==> config.mk <==
export PLATFORM = sky130hd
export DESIGN_NAME = irq_aggr_top
export DESIGN_NICKNAME = d
export VERILOG_FILES = /design/src/rtl/irq_aggr_pkg.sv /design/src/rtl/irq_aggr_decode.sv /design/src/rtl/irq_aggr_doorbell.sv /design/src/rtl/irq_aggr_cause.sv /design/src/rtl/irq_aggr_mask.sv /design/src/rtl/irq_aggr_top.sv
export SDC_FILE = /design/constraint.sdc
export NUM_CORES = 1
export LEC_CHECK = 0
export ABC_AREA = 1
export BUFFER_PORTS_ARGS = -buffer_cell sky130_fd_sc_hd__buf_2
export CAP_MARGIN = 40
export CORE_ASPECT_RATIO = 0.9
export CORE_UTILIZATION = 27
export DETAILED_ROUTE_END_ITERATION = 10
export PLACE_DENSITY_LB_ADDON = 0.05
export SETUP_SLACK_MARGIN = 0.05
export SLEW_MARGIN = 20
export SYNTH_ARGS = -nofsm -noshare
export SYNTH_HDL_FRONTEND = slang
export SYNTH_SLANG_ARGS = --single-unit
==> constraint.sdc <==
create_clock -name clk -period 3.1 [get_ports clk]
set_input_delay 0 -clock clk [delete_from_list [all_inputs] [get_ports clk]]
set_output_delay 0 -clock clk [all_outputs]
set_load 0.02 [all_outputs]
==> src/rtl/irq_aggr_pkg.sv <==
package irq_aggr_pkg;

   localparam int IDX_W = 4;

   typedef enum logic [1:0] {
      SEL_NONE  = 2'd0,
      SEL_CAUSE = 2'd1,
      SEL_MASK  = 2'd2,
      SEL_DOOR  = 2'd3
   } reg_sel_e;

   typedef struct packed {
      reg_sel_e             sel;
      logic [IDX_W-1:0]     idx;
   } reg_hit_t;

endpackage

==> src/rtl/irq_aggr_decode.sv <==
module irq_aggr_decode
   import irq_aggr_pkg::*;
#(
   parameter int ADDR_W     = 8,
   parameter int NUM_REG    = 2,
   parameter int CAUSE_BASE = 'h00,
   parameter int MASK_BASE  = 'h20,
   parameter int DOOR_ADDR  = 'h30
) (
   input  logic [ADDR_W-1:0] addr,
   output reg_hit_t          hit
);

   always_comb begin
      hit.sel = SEL_NONE;
      hit.idx = '0;
      for (int r = 0; r < NUM_REG; r++) begin
         if (addr == ADDR_W'(CAUSE_BASE + 4 * r)) begin
            hit.sel = SEL_CAUSE;
            hit.idx = IDX_W'(r);
         end
         if (addr == ADDR_W'(MASK_BASE + 4 * r)) begin
            hit.sel = SEL_MASK;
            hit.idx = IDX_W'(r);
         end
      end
      if (addr == ADDR_W'(DOOR_ADDR)) begin
         hit.sel = SEL_DOOR;
         hit.idx = '0;
      end
   end

endmodule

==> src/rtl/irq_aggr_doorbell.sv <==
module irq_aggr_doorbell #(
   parameter int NUM_SRC   = 64,
   parameter int WIRED_NUM = 21,
   parameter int DATA_W    = 32
) (
   input  logic              fire,
   input  logic [DATA_W-1:0] num,
   output logic [NUM_SRC-1:0] set_vec
);

   for (genvar n = 0; n < NUM_SRC; n++) begin : g_src
      if (n < WIRED_NUM) begin : g_wired
         assign set_vec[n] = 1'b0;
      end else begin : g_msg
         assign set_vec[n] = fire && (num == DATA_W'(n));
      end
   end

endmodule

==> src/rtl/irq_aggr_cause.sv <==
module irq_aggr_cause
   import irq_aggr_pkg::*;
#(
   parameter int NUM_SRC   = 64,
   parameter int WIRED_NUM = 21,
   parameter int WORD_W    = 32
) (
   input  logic                 clk,
   input  logic                 rst_n,
   input  logic [WIRED_NUM-1:0] wired_in,
   input  logic [NUM_SRC-1:0]   msg_set,
   input  logic                 clr_en,
   input  logic [IDX_W-1:0]     clr_idx,
   input  logic [WORD_W-1:0]    clr_bits,
   output logic [NUM_SRC-1:0]   cause_q
);

   for (genvar n = 0; n < NUM_SRC; n++) begin : g_bit
      localparam int WORD = n / WORD_W;
      localparam int POS  = n % WORD_W;
      logic set_now;
      logic clr_now;

      assign clr_now = clr_en && (clr_idx == IDX_W'(WORD)) && clr_bits[POS];

      if (n < WIRED_NUM) begin : g_level
         assign set_now = wired_in[n] | msg_set[n];
      end else begin : g_edge
         assign set_now = msg_set[n];
      end

      always_ff @(posedge clk) begin
         if (!rst_n) cause_q[n] <= 1'b0;
         else        cause_q[n] <= set_now | (cause_q[n] & ~clr_now);
      end
   end

endmodule

==> src/rtl/irq_aggr_mask.sv <==
module irq_aggr_mask
   import irq_aggr_pkg::*;
#(
   parameter int NUM_REG = 2,
   parameter int WORD_W  = 32
) (
   input  logic                      clk,
   input  logic                      rst_n,
   input  logic                      wr_en,
   input  logic [IDX_W-1:0]          wr_idx,
   input  logic [WORD_W-1:0]         wr_data,
   output logic [NUM_REG*WORD_W-1:0] mask_q
);

   for (genvar r = 0; r < NUM_REG; r++) begin : g_word
      always_ff @(posedge clk) begin
         if (!rst_n)
            mask_q[r*WORD_W +: WORD_W] <= '1;
         else if (wr_en && wr_idx == IDX_W'(r))
            mask_q[r*WORD_W +: WORD_W] <= wr_data;
      end
   end

endmodule

==> src/rtl/irq_aggr_top.sv <==
module irq_aggr_top
   import irq_aggr_pkg::*;
#(
   parameter int NUM_SRC    = 64,
   parameter int WORD_W     = 32,
   parameter int WIRED_NUM  = 21,
   parameter int ADDR_W     = 8,
   parameter int CAUSE_BASE = 'h00,
   parameter int MASK_BASE  = 'h20,
   parameter int DOOR_ADDR  = 'h30
) (
   input  logic                 clk,
   input  logic                 rst_n,
   input  logic [WIRED_NUM-1:0] wired_irq,
   input  logic                 reg_wr,
   input  logic                 reg_rd,
   input  logic [ADDR_W-1:0]    reg_addr,
   input  logic [WORD_W-1:0]    reg_wdata,
   output logic [WORD_W-1:0]    reg_rdata,
   output logic                 irq_out
);

   localparam int NUM_REG = NUM_SRC / WORD_W;

   if (NUM_REG * WORD_W != NUM_SRC) begin : g_bad_split
      $error("NUM_SRC must be a whole number of words");
   end
   if (WIRED_NUM < 1 || WIRED_NUM >= NUM_SRC) begin : g_bad_wired
      $error("WIRED_NUM must leave at least one doorbell source");
   end
   if (NUM_REG > (1 << IDX_W)) begin : g_bad_idx
      $error("too many words for the index field");
   end
   if (MASK_BASE < CAUSE_BASE + 4 * NUM_REG) begin : g_bad_map
      $error("mask words overlap cause words");
   end

   reg_hit_t                  hit;
   logic [NUM_SRC-1:0]        door_set;
   logic [NUM_SRC-1:0]        cause_q;
   logic [NUM_SRC-1:0]        mask_q;
   logic [WORD_W-1:0]         rd_word;

   irq_aggr_decode #(
      .ADDR_W(ADDR_W), .NUM_REG(NUM_REG), .CAUSE_BASE(CAUSE_BASE),
      .MASK_BASE(MASK_BASE), .DOOR_ADDR(DOOR_ADDR)
   ) u_decode (
      .addr(reg_addr),
      .hit (hit)
   );

   irq_aggr_doorbell #(
      .NUM_SRC(NUM_SRC), .WIRED_NUM(WIRED_NUM), .DATA_W(WORD_W)
   ) u_door (
      .fire   (reg_wr && hit.sel == SEL_DOOR),
      .num    (reg_wdata),
      .set_vec(door_set)
   );

   irq_aggr_cause #(
      .NUM_SRC(NUM_SRC), .WIRED_NUM(WIRED_NUM), .WORD_W(WORD_W)
   ) u_cause (
      .clk     (clk),
      .rst_n   (rst_n),
      .wired_in(wired_irq),
      .msg_set (door_set),
      .clr_en  (reg_wr && hit.sel == SEL_CAUSE),
      .clr_idx (hit.idx),
      .clr_bits(reg_wdata),
      .cause_q (cause_q)
   );

   irq_aggr_mask #(
      .NUM_REG(NUM_REG), .WORD_W(WORD_W)
   ) u_mask (
      .clk    (clk),
      .rst_n  (rst_n),
      .wr_en  (reg_wr && hit.sel == SEL_MASK),
      .wr_idx (hit.idx),
      .wr_data(reg_wdata),
      .mask_q (mask_q)
   );

   always_comb begin
      rd_word = '0;
      for (int r = 0; r < NUM_REG; r++) begin
         if (hit.idx == IDX_W'(r)) begin
            if (hit.sel == SEL_CAUSE) rd_word = cause_q[r*WORD_W +: WORD_W];
            if (hit.sel == SEL_MASK)  rd_word = mask_q[r*WORD_W +: WORD_W];
         end
      end
   end

   always_ff @(posedge clk) begin
      if (!rst_n)      reg_rdata <= '0;
      else if (reg_rd) reg_rdata <= rd_word;
   end

   assign irq_out = |(cause_q & ~mask_q);

endmodule

==> impl_metrics.toml, run 1 <==
[clocking]
hold_buffers = 71
clock_latency_ps = 440
cts.path.max_buffers = 2
cts_buffers = 17
clock-sinks = 160
cts_setup_buffers = 0
htree_levels = 4
cts_resized = 0
cts_tree = "built"
clk_pin_slew_ps = 70
root_buffer = "clkbuf_16"

[synth]
ys_async_sr_fraction_pct = 0
synth_common_cells = "nand2_1 (469), nand3_1 (172), dfxtp_1 (160)"
synth_top_area_cell = "dfxtp_1"
synth_warnings = 0
syn_avg_cell_area_um2 = 6.237
ys_ff_latch = 160
ys_types = 23
synthTopCellsByArea = "dfxtp_1 (36%), nand2_1 (20%), nand3_1 (9.8%)"
syn_nets = 1473
yosysSeqAreaShare_pct = 36.47
synth_cells = 1408
syn_area_um2 = 8782
synth.top_cell.area_share_pct = 36.47
synth_edf_count = 0
ys.flop_type = "dfxtp_1"
yosysMostFrequentCell = "nand2_1"

[sta]
drv_slew = 0
fin_skew_ps = 9.711
worst_pin_slew_ps = 850.0
fin_crit_sh_pct = 66.40
fmax_mhz = 485.8
period_needed_ps = 2058
setup_viol = 0
setup_tns_ps = 0
rsz0062_at_grt = "no"
hold_viol_final = 0
fin_hold_ws_ps = 18.69
relSlewSlack_pct = 43.33

[run_status]
outcome = "completed"

[hold_path]
min_path_type = "in -> reg"
min-delay-start = "reg_wdata[0]"

[worst_setup_path]
cp_num_buf_inv = 2
cp_top_family = "simple AND/OR/NAND/NOR gates"
cp_cell_sequence = "inv_1 -> nand2_1 -> nand4_1 -> nor3_1 -> nand2_1 -> nor2_1 -> nand2_1 -> buf_2"
cpMostUsedCell = "nand2_1"
critPathLaunch = "u_mask.mask_q[0]"
arrival_ps = 2060
cp-end-kind = "primary output"
cp.required_ps = 3100
crit_fanout = 3
r2r-start = "u_cause.cause_q[7]"
cpMaxStageDelayCell = "nor3_1"
worstSetupPathType = "reg -> out"
worst_setup_path_start_kind = "register"
max_stage_delay_ps = 520
r2r_slack_ps = 1920

[global_route]
grt_max_degree = 129
grt_pass1_wl_um = 50790
track_usage_pct = 19.65
grt_overflow = 0
grt_pass1_vias = 8804
grt_antenna_before_repair = 0

[route]
ant_nets = 0
wl_per_cell_um = 16.39
drc = 0
drt_iter0_markers = 546
vias = 9100
first_pass_iters = 5
routed_wl_um = 31920
via_per_inst = 4.674

[floorplan]
start_util_pct = 27.48
die_width_um = 192.1
core-area_um2 = 31960
die_height_um = 173.1
num_io_pins = 98
die-area_um2 = 33250
fp-row-count = 62

[power]
vdd.ir_drop.worst_uv = 359.2
power_density_nw_per_um2 = 448.4
p_leak_nw = 5.125

[layout]
fillers = 3628
final_nets = 1583
final_util_pct = 33.80
diodes = 0
layout-drive-gt1-share_pct = 10.97
syn_to_final_growth_pct = 22.99
design_area_um2 = 10800

[run]
maxCapViolCount = 0

[place]
gp_congestion = 0.7884
place_area_um2 = 9437
place_hpwl_um = 20210
port_buffers = 97
registers in the layout, indices dropped and copies added, names as in the netlist:
register and flops:
u_cause.cause_q 64, reg_rdata 32, u_mask.mask_q 64
tightest hold or removal path, stage by stage:
cell,delay [ps]
buf_2,180
nand4_1,110
nand2_1,70
a21oi_1,50
final cells by class:
type	count	area (µm²)	share of cell area, %
sequential	160	3203	29.65
multi-input combinational	1002	4514	41.79
clock buffer	20	446.7	4.135
clock inverter	12	157.7	1.460
inverter	149	560.5	5.189
timing repair buffer	188	1399	12.95
tap	416	520.5	4.819
path summary, 6_finish.rpt:
check                                      endpoint  cells after the start
worst max register to register   u_cause.cause_q[7]                      3
worst min-delay path            u_cause.cause_q[32]                      4
worst min register to register  u_cause.cause_q[30]                      2
worst max-delay path                        irq_out                      8
where the power goes:
part / switching (W) / internal (W) / total, W
sequential: 0.0000273 / 0.00210 / 0.00212
combinational: 0.000291 / 0.000178 / 0.000469
clock: 0.000955 / 0.00130 / 0.00225
stage by stage:
step / instances / power (W) / setup slack [ps]
floorplan: 1408 / 0.002383 / 2099
global placement: 1841 / 0.002565 / 1296
detailed placement: 1841 / 0.002562 / 1293
CTS: 1944 / 0.004903 / 1018
global route: 1947 / 0.005047 / 950.2
finish: 1947 / 0.004843 / 1042
placed cells by master, fill, tap and decap left out, drive strengths merged, types with 5 or more instances in the layout:
cell type,instances
nand2,470
nand3,174
dfxtp,160
nor2,152
inv,150
buf,116
dlygate4sd3,72
nand4,71
a21oi,64
o211ai,44
clkbuf,20
nor3,13
o22ai,7
o21ai,7
clkinv,5
cell families after synthesis:
family,synth area share (%)
buf+inv,12.30
simple gates,42.93
flops,36.47
compound gates,8.306
routing by layer:
layer,up-vias,part of all wire (%),GRT usage [%]
li1,4738,-,-
met3,12,3.0,2.537
met5,-,0,0
met4,0,0.63,3.904
met1,4211,51,28.48
met2,139,45,30.96
No activity file was read; power rests on OpenSTA's default activity.
==> run 2: changes to the inputs <==
Clock period 3.1 ns to 1.72 ns, I/O delays scaled along.
==> impl_metrics.toml, run 2 (synthesis gave the netlist of run 1 again) <==
[run_status]
outcome = "finished, violations left"
violations = "setup timing"

[floorplan]
num_io_pins = 98
core-area_um2 = 31960
start_util_pct = 27.48
die-area_um2 = 33250
fp-row-count = 62
die_height_um = 173.1
die_width_um = 192.1

[sta]
period_needed_ps = 1801
fin_hold_ws_ps = 54.54
fmax_mhz = 555.4
worst_pin_slew_ps = 375.6
worst_slack_ps = -80.61
fin_crit_sh_pct = 104.7
fin_skew_ps = 12.78
rsz0062_at_grt = "yes"
hold_viol_final = 0
setup_viol = 1
drv_slew = 0
relSlewSlack_pct = 74.92

[layout]
reg_top3 = "u_cause.cause_q: 64 flops, u_mask.mask_q: 64 flops, reg_rdata: 32 flops"
syn_to_final_growth_pct = 26.50
final_nets = 1597
layout-drive-gt1-share_pct = 12.62
final_common_cell = "nand2_1"
design_area_um2 = 11110
diodes = 0
fin_cells = 1961
final_cell_mix = "nand2_1 (465), nand3_1 (172), dfxtp_1 (156)"

[clocking]
clock_latency_ps = 440
cts_setup_buffers = 0
root_buffer = "clkbuf_16"
cts_tree = "built"
clk_pin_slew_ps = 80
htree_levels = 4
clock-sinks = 160
cts.path.max_buffers = 2
cts_buffers = 17

[route]
via_per_inst = 4.716
drt_iter0_markers = 537
drc = 0
routed_wl_um = 31860
vias = 9249
first_pass_iters = 5
wl_per_cell_um = 16.25
ant_nets = 0

[worst_setup_path]
cp-end-kind = "primary output"
r2r-end = "u_cause.cause_q[1]"
critPathLaunch = "u_mask.mask_q[1]"
r2r_slack_ps = 550
max_stage_delay_ps = 340
cp_cell_sequence = "inv_1 -> nand2_1 -> nand4_1 -> nor3_2 -> buf_4 -> nand2_2 -> nor2_2 -> nand2_2 -> buf_6"
cpMostUsedCell = "nand2_2"
worstSetupPathDepth = 9
crit_path_end = "irq_out"
worstSetupPathType = "reg -> out"
cpMaxStageDelayCell = "dfxtp_2"
cp_top_family = "simple AND/OR/NAND/NOR gates"
r2r-start = "u_cause.cause_q[1]"
r2r_cells = 3
cp_num_buf_inv = 3
cp.required_ps = 1720
arrival_ps = 1800
worst_setup_path_start_kind = "register"
crit_fanout = 3

[hold_path]
holdPathStages = 3
min_path_type = "in -> reg"

[global_route]
grt_overflow = 0
grt_pass1_vias = 8960
track_usage_pct = 19.79
grt_pass1_wl_um = 51340
grt_antenna_before_repair = 0
grt_max_degree = 65

[run]
maxCapViolCount = 0

[power]
power_density_nw_per_um2 = 773.2
p_switching_w = 0.002425
p_seq_share_pct = 44.5
p_clk_share_pct = 45.4
intPower_w = 0.006165
vdd.ir_drop.worst_uv = 664.1
swShare_pct = 28.23
p_leak_nw = 5.244
p_comb_share_pct = 10.0

[place]
port_buffers = 97
place_area_um2 = 9782
place_hpwl_um = 20920
gp_congestion = 0.8091
dpl.cell_count = 1857
-- run 2: cell count changes in the layout (fill, tap and decap cells not counted), sizes merged --
cell      before  now
clkinvlp       3    1
inv          150  155
clkinv         5    6
bufinv         3    1
clkbuf        20   18
buf          116  130
-- run 2: area by class of cell --
class	count	area, µm²
Clock buffer	18	429.2
Multi-Input combinational cell	1002	4532
Clock inverter	14	148.9
Tap cell	416	520.5
Sequential cell	160	3208
Fill cell	3606	20850
Inverter	149	560.5
Timing Repair Buffer	202	1710
-- run 2: power groups by stage --
stage	sequential [W]	clock [W]	combinational, W
after floorplan	0.00395	0	0.000347
after global placement	0.00391	0	0.000733
after CTS	0.00383	0.00404	0.000871
final	0.00383	0.00390	0.000863
after global routing	0.00384	0.00417	0.000958
after detailed placement	0.00391	0	0.000732
-- run 2: metal layers --
| layer | track usage, % | wire length, µm |
|---|---|---|
| met4 | 4.462 | 296 |
| met1 | 28.41 | 16330 |
| met2 | 31.03 | 14180 |
| met3 | 2.841 | 1053 |
| met5 | 0 | 0 |
-- run 2: worst min-delay path by stage --
| stage | from | slack [ps] | endpoint |
|---|---|---|---|
| 2_1_floorplan | reg_wdata[10] | 110 | u_mask.mask_q[10] |
| 3_3_place_gp | wired_irq[7] | 240 | u_cause.cause_q[7] |
| 3_5_place_dp | wired_irq[13] | 240 | u_cause.cause_q[13] |
| 4_1_cts | rst_n | 30 | u_mask.mask_q[60] |
| 5_1_grt | rst_n | 50 | u_mask.mask_q[43] |
| 6_report | rst_n | 50 | u_mask.mask_q[60] |
-- run 2: through the flow --
stage	total power [W]	util [%]	setup TNS, ps	setup WS (ps)
2_1_floorplan	0.004295	-	0	719.5
3_3_place_gp	0.004647	30.61	0	250.8
3_5_place_dp	0.004644	30.61	0	245.7
4_1_cts	0.008739	34.69	-139.5	-139.5
5_1_grt	0.008963	34.76	-184.9	-184.9
6_report	0.008590	34.76	-80.61	-80.61
-- run 2: tightest hold or removal path: stages --
cell,delay [ps]
buf_2,130
buf_12,210
nand3_1,110
-- run 2: repair_timing --
item,CTS,global route
setup endpoints to repair,1,3
pin swaps,0,5
resized for setup,2,12
hold endpoints to repair,122,0
hold buffers,72,0
==> run 3: changes to the inputs <==
Settings changed: CORE_ASPECT_RATIO 0.9 to 1.2, SKIP_CTS_REPAIR_TIMING set to 1.
==> impl_metrics.toml, run 3 (synthesis gave the netlist of run 1 again) <==
[run_status]
violations = "hold timing"
outcome = "finished, violations left"

[floorplan]
die_height_um = 199.6
fp-row-count = 72
core-area_um2 = 32160
die_width_um = 166.6
die-area_um2 = 33250
num_io_pins = 98
start_util_pct = 27.31

[sta]
drv_slew = 0
fmax_mhz = 601.6
setup_viol = 0
worst_pin_slew_ps = 775.4
rsz0062_at_grt = "yes"
period_needed_ps = 1662
fin_hold_ws_ps = -22.38
fin_crit_sh_pct = 96.64
setup_tns_ps = 0
fin_skew_ps = 10.78
worst_slack_ps = 57.82
hold_viol_final = 2
relSlewSlack_pct = 48.31

[layout]
diodes = 0
reg_top3 = "u_cause.cause_q: 64 flops, u_mask.mask_q: 64 flops, reg_rdata: 32 flops"
layout-drive-gt1-share_pct = 15.05
final_cell_mix = "nand2_1 (462), nand3_1 (169), dfxtp_1 (140)"
syn_to_final_growth_pct = 25.94
final_common_cell = "nand2_1"
final_nets = 1587
design_area_um2 = 11060

[power]
p_leak_nw = 5.223
vdd.ir_drop.worst_uv = 440.0
power_density_nw_per_um2 = 792.1

[place]
place_area_um2 = 9714
port_buffers = 97
place_hpwl_um = 21690
gp_congestion = 0.7737
place_ws_ps = 179.6

[worst_setup_path]
crit_fanout = 2
arrival_ps = 1660
cp-end-kind = "primary output"
cp.required_ps = 1720
worst_setup_path_start_kind = "register"
worstSetupPathType = "reg -> out"

[run]
maxCapViolCount = 0

[route]
via_per_inst = 4.775
vias = 9273
wl_per_cell_um = 16.66
drc = 0
first_pass_iters = 5
ant_nets = 0
routed_wl_um = 32350
drt_iter0_markers = 456

[global_route]
grt_max_degree = 65
track_usage_pct = 19.65
grt-busiest-layer = "met2"
grt_pass1_wl_um = 50410
grt_pass1_vias = 8641
use_met2_pct = 33.47
met1_usage_pct = 26.51
grt_antenna_before_repair = 0
grt_overflow = 0
use_met3_pct = 2.238

[clocking]
cts_buffers = 17
clk_pin_slew_ps = 70
clock_latency_ps = 440
cts_tree = "built"
cts.path.max_buffers = 2
root_buffer = "clkbuf_16"
clock-sinks = 160
htree_levels = 4

[hold_path]
min_path_type = "in -> reg"
-- run 3: critical path, stage by stage, from the launching register on --
cell	delay, ps
dfxtp_2	330
inv_1	40
nand2_1	70
nand4_1	120
nor3_2	240
nand2_1	90
nor2_2	110
nand2_2	90
buf_6	140
-- run 3: cell type report --
cell class | count | area, µm²
Clock inverter | 14 | 190.2
Tap cell | 407 | 509.2
Multi-Input combinational cell | 1002 | 4602
Inverter | 149 | 559.3
Sequential cell | 160 | 3228
Clock buffer | 18 | 429.2
Fill cell | 3558 | 21100
Timing Repair Buffer | 192 | 1543
-- run 3: worst paths after layout --
kind | slack, ps | to | from | cells past startpoint
min | -20 | u_cause.cause_q[2] | reg_wdata[2] | 4
min reg2reg | 480 | u_cause.cause_q[2] | u_cause.cause_q[2] | 2
max | 60 | irq_out | u_mask.mask_q[1] | 8
max reg2reg | 550 | u_cause.cause_q[8] | u_cause.cause_q[8] | 3
-- run 3: metal layers --
| layer | vias up | share of wire (%) | routed length, µm |
|---|---|---|---|
| li1 | 4752 | - | - |
| met1 | 4338 | 49 | 15860 |
| met2 | 167 | 47 | 15340 |
| met3 | 16 | 2.7 | 886 |
| met4 | 0 | 0.79 | 257 |
| met5 | - | 0 | 0 |
-- run 3: through the flow --
step | util [%] | power (W) | instances
global route | 34.39 | 0.009126 | 1942
finish | 34.39 | 0.008761 | 1942
detailed placement | 30.21 | 0.004638 | 1849
CTS | 32.13 | 0.008784 | 1881
floorplan | - | 0.004295 | 1408
global placement | 30.21 | 0.004638 | 1849
-- run 3: where the power goes --
group	switching (W)	internal, W
registers	0.0000469	0.00378
logic	0.000527	0.000306
clock network	0.00167	0.00243
